$ cat src/rtl/lol_pkg.sv
package lol_pkg;

  typedef enum logic [0:0] {
    ST_WAIT_CLK = 1'b0,
    ST_RUN      = 1'b1
  } seq_state_t;

  // Retrigger window in microseconds per bandwidth code (code 7 aliases code 6).
  function automatic longint unsigned retrig_us(input logic [2:0] code);
    case (code)
      3'd0:    return 64'd53000;
      3'd1:    return 64'd26500;
      3'd2:    return 64'd13300;
      3'd3:    return 64'd6600;
      3'd4:    return 64'd3300;
      3'd5:    return 64'd1660;
      default: return 64'd833;
    endcase
  endfunction

  // Microseconds to clock ticks, rounded to nearest.
  function automatic longint unsigned us_to_ticks(input longint unsigned us,
                                                  input longint unsigned hz);
    return (us * hz + 64'd500000) / 64'd1000000;
  endfunction

endpackage

$ cat src/rtl/lol_retrig_lut.sv
module lol_retrig_lut #(
  parameter longint unsigned CLK_HZ = 200_000_000,
  parameter int              CNT_W  = 24
) (
  input  logic [2:0]       code,
  output logic [CNT_W-1:0] limit
);
  localparam int NCODES = 8;

  logic [CNT_W-1:0] tbl [NCODES];

  for (genvar i = 0; i < NCODES; i++) begin : g_tbl
    localparam longint unsigned TK =
      lol_pkg::us_to_ticks(lol_pkg::retrig_us(3'(i)), CLK_HZ);
    assign tbl[i] = CNT_W'(TK);
  end

  assign limit = tbl[code];
endmodule

$ cat src/rtl/lol_interval_timer.sv
module lol_interval_timer #(
  parameter int CNT_W = 24
) (
  input  logic             clk,
  input  logic             rst,
  input  logic             restart,
  input  logic [CNT_W-1:0] limit,
  output logic             expired
);
  logic [CNT_W-1:0] cnt;

  always_ff @(posedge clk) begin
    if (rst || restart) begin
      cnt <= '0;
    end else if (cnt != '1) begin
      cnt <= cnt + 1'b1;
    end
  end

  assign expired = (cnt >= limit);
endmodule

$ cat src/rtl/lol_stretch.sv
module lol_stretch #(
  parameter int unsigned MIN_TICKS = 200_000
) (
  input  logic clk,
  input  logic rst,
  input  logic raw,
  output logic lol
);
  localparam int HOLD_W = $clog2(MIN_TICKS + 1);
  localparam logic [HOLD_W-1:0] MIN_V = HOLD_W'(MIN_TICKS);

  logic [HOLD_W-1:0] hcnt;

  always_ff @(posedge clk) begin
    if (rst) begin
      lol  <= 1'b1;
      hcnt <= HOLD_W'(1);
    end else if (!lol) begin
      if (raw) begin
        lol  <= 1'b1;
        hcnt <= HOLD_W'(1);
      end
    end else begin
      if (hcnt < MIN_V) hcnt <= hcnt + 1'b1;
      if (!raw && hcnt >= MIN_V) lol <= 1'b0;
    end
  end
endmodule

$ cat src/rtl/lol_detector.sv
module lol_detector #(
  parameter longint unsigned CLK_HZ        = 200_000_000,
  parameter int unsigned     MIN_LOL_TICKS = int'(CLK_HZ / 1000)
) (
  input  logic       clk,
  input  logic       rst,
  input  logic       rst_req,
  input  logic       clk_valid,
  input  logic       cal_busy,
  input  logic       slip,
  input  logic [2:0] bw_code,
  output logic       lol
);
  import lol_pkg::*;

  localparam longint unsigned MAX_TICKS = us_to_ticks(64'd53000, CLK_HZ);
  localparam int CNT_W = $clog2(MAX_TICKS + 2);

  seq_state_t       state;
  logic [2:0]       bw_q;
  logic             bw_chg;
  logic             force_lol;
  logic             expired;
  logic             raw_lol;
  logic [CNT_W-1:0] limit;

  // Reset sequencing: hold until a valid reference clock appears.
  always_ff @(posedge clk) begin
    if (rst || rst_req) begin
      state <= ST_WAIT_CLK;
    end else if (state == ST_WAIT_CLK && clk_valid) begin
      state <= ST_RUN;
    end
  end

  always_ff @(posedge clk) begin
    bw_q <= bw_code;
  end

  assign bw_chg    = (bw_code != bw_q);
  assign force_lol = (state != ST_RUN) || cal_busy || bw_chg || rst_req;
  assign raw_lol   = force_lol || slip || !expired;

  lol_retrig_lut #(
    .CLK_HZ (CLK_HZ),
    .CNT_W  (CNT_W)
  ) u_lut (
    .code  (bw_q),
    .limit (limit)
  );

  lol_interval_timer #(
    .CNT_W (CNT_W)
  ) u_timer (
    .clk     (clk),
    .rst     (rst),
    .restart (force_lol || slip),
    .limit   (limit),
    .expired (expired)
  );

  lol_stretch #(
    .MIN_TICKS (MIN_LOL_TICKS)
  ) u_stretch (
    .clk (clk),
    .rst (rst),
    .raw (raw_lol),
    .lol (lol)
  );
endmodule

$ cat config.mk
export PLATFORM = sky130hd
export DESIGN_NAME = lol_detector
export DESIGN_NICKNAME = d
export VERILOG_FILES = /design/src/rtl/lol_pkg.sv /design/src/rtl/lol_retrig_lut.sv /design/src/rtl/lol_interval_timer.sv /design/src/rtl/lol_stretch.sv /design/src/rtl/lol_detector.sv
export SDC_FILE = /design/constraint.sdc
export NUM_CORES = 1
export LEC_CHECK = 0
export ABC_AREA = 1
export ABC_CLOCK_PERIOD_IN_PS = 2800
export BUFFER_PORTS_ARGS = -buffer_cell sky130_fd_sc_hd__buf_2
export CORE_ASPECT_RATIO = 0.7
export CORE_MARGIN = 2
export CORE_UTILIZATION = 51
export DETAILED_ROUTE_END_ITERATION = 10
export PLACE_DENSITY = 0.73
export SETUP_SLACK_MARGIN = 0.4
export SLEW_MARGIN = 20
export SYNTH_ARGS = -nofsm -noshare
export SYNTH_HDL_FRONTEND = slang
export SYNTH_HIERARCHICAL = 1
export SYNTH_SLANG_ARGS = --single-unit
$ cat constraint.sdc
create_clock -name clk -period 2.8 [get_ports clk]
set_input_delay 0.14 -clock clk [delete_from_list [all_inputs] [get_ports clk]]
set_output_delay 0.14 -clock clk [all_outputs]
set_load 0.005 [all_outputs]
# Word level (Yosys, flattened, before mapping)
# Memories as Yosys holds them, arrays and structs flattened.
# Index checks and enable logic that the tools add are counted.
# totals
wordCells	38
n_memories	1
in_bits	9
ff_bits	47
rom_bits	192
# classes
mux	8
n_eq_ne	3
n_bitwise	2
n_lt_le_gt_ge	4
reduce_logical	13
addsub	2
# memory_table
memory	depth	word_bits	rd	rd_clocked_by_memory_dff	wr	line_no	source
(no name shown)	8	24	1	0	0	lol_retrig_lut.sv:18	assign limit = tbl[code];
# ops
operator	n
2-to-1 mux 18 bit	3
2-to-1 mux 24 bit	2
adder 24 x 1 -> 24 bit, second input constant	1
>= comparator 24 bit	1
!= test 24 bit, second input constant	1
adder 18 x 1 -> 18 bit, second input constant	1
>= comparator 18 bit, second input constant	1
less-than comparator 18 bit, second input constant	1
logical OR 1 bit	7
>= comparator 4 bit, second input constant	1
NOT 3 -> 4 bit	1
2-to-1 mux 1 bit	3
!= test 3 bit	1
logical AND 1 bit	2
zero test 1 bit	2
!= test 2 bit, second input constant	1
AND reduction 2 bit	1
nonzero test 2 bit	1
NOT 1 bit	1

# Logic depth before layout (Yosys ltp)
# logic_depth
depth_word	11
mapped_depth	21
depth_no_buf	20

# By module
# The synthesis kept the hierarchy.
# modules_own_cells
mod	cells_per_inst	seq_area_each_um2	area_per_inst_um2	n_inst
lol_interval_timer	322	480.5	2045.7	1
lol_stretch	185	380.4	1182.4	1
lol_retrig_lut	55	0.0	334.1	1
lol_detector	28	80.1	177.7	1

# Worst setup path before layout
# Ideal clock, no wire load.
# synth_timing
kind	register to register
start	register bw_q[0]
end	register u_stretch.hcnt[7]
t_required_ns	2.730
slack_ns	0.274
period_less_slack_ns	2.526
stages_incl_launch_ff	20
arrival_time_ns	2.456
setup_ns	0.070
cell_sequence	dfxtp_1 inv_1 ha_1 inv_1 nand2_2 inv_1 inv_1 ha_1 nand2_1 nor3_1 nand3_1 nor2_1 nand2_1 nand3_1 nand3_1 inv_1 nor2_1 nor2_1 o21ai_0 a21oi_1
# synth_via
elab_chain_cells	9
word_cells_on_any_way	13
# synth_lines
element	line_no	source
start: declaration	lol_detector.sv:20	logic [2:0] bw_q;
start signal: assignment	lol_detector.sv:37	bw_q <= bw_code;
NOT 3 -> 4 bit (implied by the code)	lol_retrig_lut.sv:18	
memory read (8 x 24 bit)	-	
2-to-1 mux 24 bit (implied by the code) (2 in a row)	lol_retrig_lut.sv:18	
via limit[13]	lol_detector.sv:25	logic [CNT_W-1:0] limit;
>= comparator 24 bit	lol_interval_timer.sv:20	assign expired = (cnt >= limit);
via expired	lol_detector.sv:23	logic expired;
zero test 1 bit	lol_detector.sv:42	assign raw_lol = force_lol || slip || !expired;
logical OR 1 bit	lol_detector.sv:42	
via raw_lol	lol_detector.sv:24	logic raw_lol;
nonzero test 2 bit (no source line)	-	
AND reduction 2 bit (no source line)	-	
end signal: assignment	lol_stretch.sv:24	if (hcnt < MIN_V) hcnt <= hcnt + 1'b1;
end: declaration	lol_stretch.sv:12	logic [HOLD_W-1:0] hcnt;
# The timed path passes the listed nets, and every way through them passes these cells. The select of a mux whose other input is x is not followed.
# A chain may end at the register's enable or synchronous reset.

# Worst setup path after layout
# layout_timing
start	register bw_q[1]
end	register u_stretch.hcnt[1]
# Same word-level chain as after synthesis.

==> out/summary.md <==
Clock-pin slew was measured on the worst setup and hold paths at 0.09 ns. Maximum vdd ir drop: 0.2152 mV. After synthesis, the cell types taking the most area are dfxtp_1 25%, nand2_1 16%, ha_1 12%, inv_1 9.8%, nand3_1 6.6%. The worst hold margin was 0.01387 ns; the total number of yosys warnings was 6. Sequential elements use 25.16% of the synthesized area. The clock period minus final worst setup slack is 2.533 ns, and the number of rows created at floorplan is 26. In the synthesized netlist the dominant register cell turns out to be dfxtp_1.

The tools report the category of the worst setup path capture point as a flop. The logs give 64.55% for the worst slew margin relative to its limit and 7189 um^2 for the core footprint. The logs give 0.03149 ns for the worst slack after detailed placement and 0.2673 ns for the worst-case setup margin in the final layout. Summed over all layers, the routed wires come to 9808 um. The leakage power total is 1.884 nW.

The H-tree generated during clock tree synthesis spans 2 levels. The run finished with clean final reports. The later-pin clock latency in the skew report was 0.30 ns. The first global-routing pass estimated 15330 um of wire. For the final estimated routing congestion in global placement, the log shows 0.9411. For the first-iteration detailed-routing DRC count, the log shows 285. Of the cells placed in the final design, the portion with a size suffix greater than 1 is 21.44%.

The synthesized netlist contains 32 unique library cells. Overall power consumption after layout is estimated at 1.364 mW. At the worst endpoint, the arrival time is 2.75 ns. Highest routing layer actually used: met4. Among cell families on the critical path, the largest total delay comes from simple AND/OR/NAND/NOR gates. Summed over all nets, wire length on met3 after detailed routing comes to 793 um.

Clock tree synthesis found a total of 47 sinks. Together, buffers and inverters on the worst path number 5. The worst hold path was traced through 2 stages. By instance count, the leading cell after synthesis is nand2_1. The number of antenna violations at the first check in global routing is 0, and the count of boundary I/O pins is 10. Vias per cell: 5.302. The tools report the startpoint type of the worst setup path as a flop.

After synthesis, the most frequently instantiated cells are 157 x nand2_1, 98 x inv_1, 61 x nor2_1. The share of the cycle needed by the critical path after routing is 90.45%. The total of max-cap violations was 0. Counting the buffers created by CTS gives 5. The count of nets left with antenna violations once routing finished came out at 0. The count of port buffers added during placement is 9, and the total track usage is 24.03%. The number of global-route vias before repair was 3292; the number of register bits inferred by synthesis was 47. Of all nets on the critical path, the largest fanout is 7. For the final max-slew violation count, the log shows 0.

Yosys mapped a number of flops with a built-in enable equal to 0. After global routing the overflow that remains totals 0. The final-report hold violation count was 0; the average wire per cell in the routed design was 13.83 um. The first detailed-routing pass ran for 6 iterations. The maximum clock skew at final layout was 0.01415 ns; the critical path depth was 19. The run gives 3740 um^2 as the cell area after technology mapping. The slew at the pin closest to its max-slew limit came out at 0.5311 ns. Setup repair after global routing could not meet its margin everywhere. For this run, design rule violations remaining after detail routing come to 0.

Setup violations remaining at the end of the flow were counted as 0. The total length of routed met2 wires is 4264 um, and the length of routed wiring on met1 is 4641 um. The number of cells produced by synthesis came out at 590. The most numerous cell type found on the critical path is nand2_2. The die covers 8045 um^2. The die outline height is 75.65 um, and the maximum number of buffers from clock root to sink is 2. The biggest area consumer among synthesized cells was dfxtp_1. The initial utilization of the core area, before any placement, comes to 52.02%. The path class of the tightest hold or removal check is input port to flop. Relative to the synthesized area, the layout overhead comes to 18.30%. Walking the worst path, the cells encountered are buf_8 -> ha_4 -> nand2_2 -> nand2_2 -> inv_1 -> ha_1 -> nand2_2 -> nor2_4 -> nand4_1 -> nor2_1 -> nand2_1 -> nand3_2 -> nand3_2 -> inv_2 -> nor2_4 -> inv_4 -> buf_6 -> nand3_1 -> a21oi_1. For this design, the slowest cell found on the critical path is dfxtp_4. The worst register-to-register path has a depth of 19.

The power density over the cells was 308.3 nW/um^2; the top achievable clock speed was 394.8 MHz. Share of flip-flops with an asynchronous set or reset after synthesis: 0%. Die span in x: 106.4 um. The tree is rooted in a clkbuf_8.

The worst setup path is of the flop to flop kind. Entering global routing, the biggest net connects 24 pins. The final net count is 655.

On the worst path, the slowest cell contributes a delay of 0.38 ns. The endpoint required time on the critical path is 3.02 ns. For the final sum of negative setup slack, the log shows 0 ns.

TritonCTS built the clock tree. Once detailed placement completed, the half-perimeter wirelength came to 6763 um. The routed layout has 3759 vias. The repair_antennas step left the layout with diodes totalling 0. The top cell type by area accounts for 25.16% of the synthesized area.

For the final core area utilization, the log shows 61.54%. In this run the mean area of a mapped cell was 6.339 um^2.
## sequential cells by signal, summed over array words and instances (netlist names)
register        cells
u_stretch/hcnt     18
u_stretch/lol       1
bw_q                3
u_timer/cnt        24
state               1
## where the power goes
| part | switching [mW] | internal (mW) |
|---|---|---|
| Combinational | 0.108 | 0.0791 |
| Sequential | 0.0114 | 0.675 |
| Clock | 0.228 | 0.262 |
## placed cells by master (no fill, tap or decap), drive strengths merged
cell / n
xnor2: 2
o21ai: 20
nand4: 13
buf: 23
clkbuf: 6
nor2: 74
o21a: 2
xor2: 4
ha: 35
nand3: 52
a31oi: 6
o21bai: 3
dfxtp: 47
inv: 103
dlygate4sd3: 3
bufinv: 1
nor3: 5
a21oi: 32
nand2: 172
conb: 4
or2: 4
## layer usage
layer / vias to the layer above / GRT usage (%)
met5: - / 0
met4: 0 / 5.994
met3: 12 / 4.021
met2: 139 / 35.54
met1: 1719 / 36.30
li1: 1889 / -
## timing repair
action                                  in CTS  in global routing
setup buffers                                5                  3
hold buffers                                 3                  0
endpoints found under the setup margin      18                 18
pin swaps                                   29                 20
resized for setup                           47                 35
cloned                                       0                  0
endpoints found under the hold margin        3                  0
## path summary, 6_finish.rpt
kind                                                  endpoint               start  slack [ns]
worst max-delay path            u_stretch/hcnt[1]$_SDFFE_PP0P_     bw_q[1]$_DFF_P_        0.27
worst min-delay path                        state$_SDFFE_PP0P_             rst_req        0.01
worst max register to register  u_stretch/hcnt[1]$_SDFFE_PP0P_     bw_q[1]$_DFF_P_        0.27
worst min register to register              state$_SDFFE_PP0P_  state$_SDFFE_PP0P_        0.50
## final cells by class
| class | instances | area, um^2 |
|---|---|---|
| inverters | 103 | 401.6 |
| clock inverters | 1 | 30.03 |
| flip-flops and latches | 47 | 952.2 |
| fillers | 621 | 2765 |
| clock buffers | 6 | 72.57 |
| multi-input cells | 428 | 2630 |
| repair buffers | 26 | 215.2 |
| well taps | 98 | 122.6 |
## worst reg2reg max path: cells and delay by family, from the launching register on
family                     cells  cell delay [ns]
adders and majority gates      2             0.45
buffers and inverters          5             0.49
DFF                            1             0.38
and+or+nand+nor               11             0.93
AOI/OAI and AO/OA              1             0.19
## through the flow
step           std cells  cell area [um^2]
6_report             709              4424
5_1_grt              709              4424
4_1_cts              706              4223
3_5_place_dp         691              3850
3_3_place_gp         691              3850
2_1_floorplan        593              3759
## kinds of logic (layout without fill, tap and decap cells)
family | Yosys count | after routing | synth area share (%)
and+or+nand+nor | 320 | 320 | 38.64
AOI/OAI and AO/OA | 63 | 63 | 9.267
DFF | 47 | 47 | 25.16
xor gates and xnor gates | 6 | 6 | 1.405
buffers and inverters | 118 | 136 | 13.72
adders and majority gates | 35 | 35 | 11.71
other | 1 | 4 | 0.1003
Power figures use the tool's default switching activity.
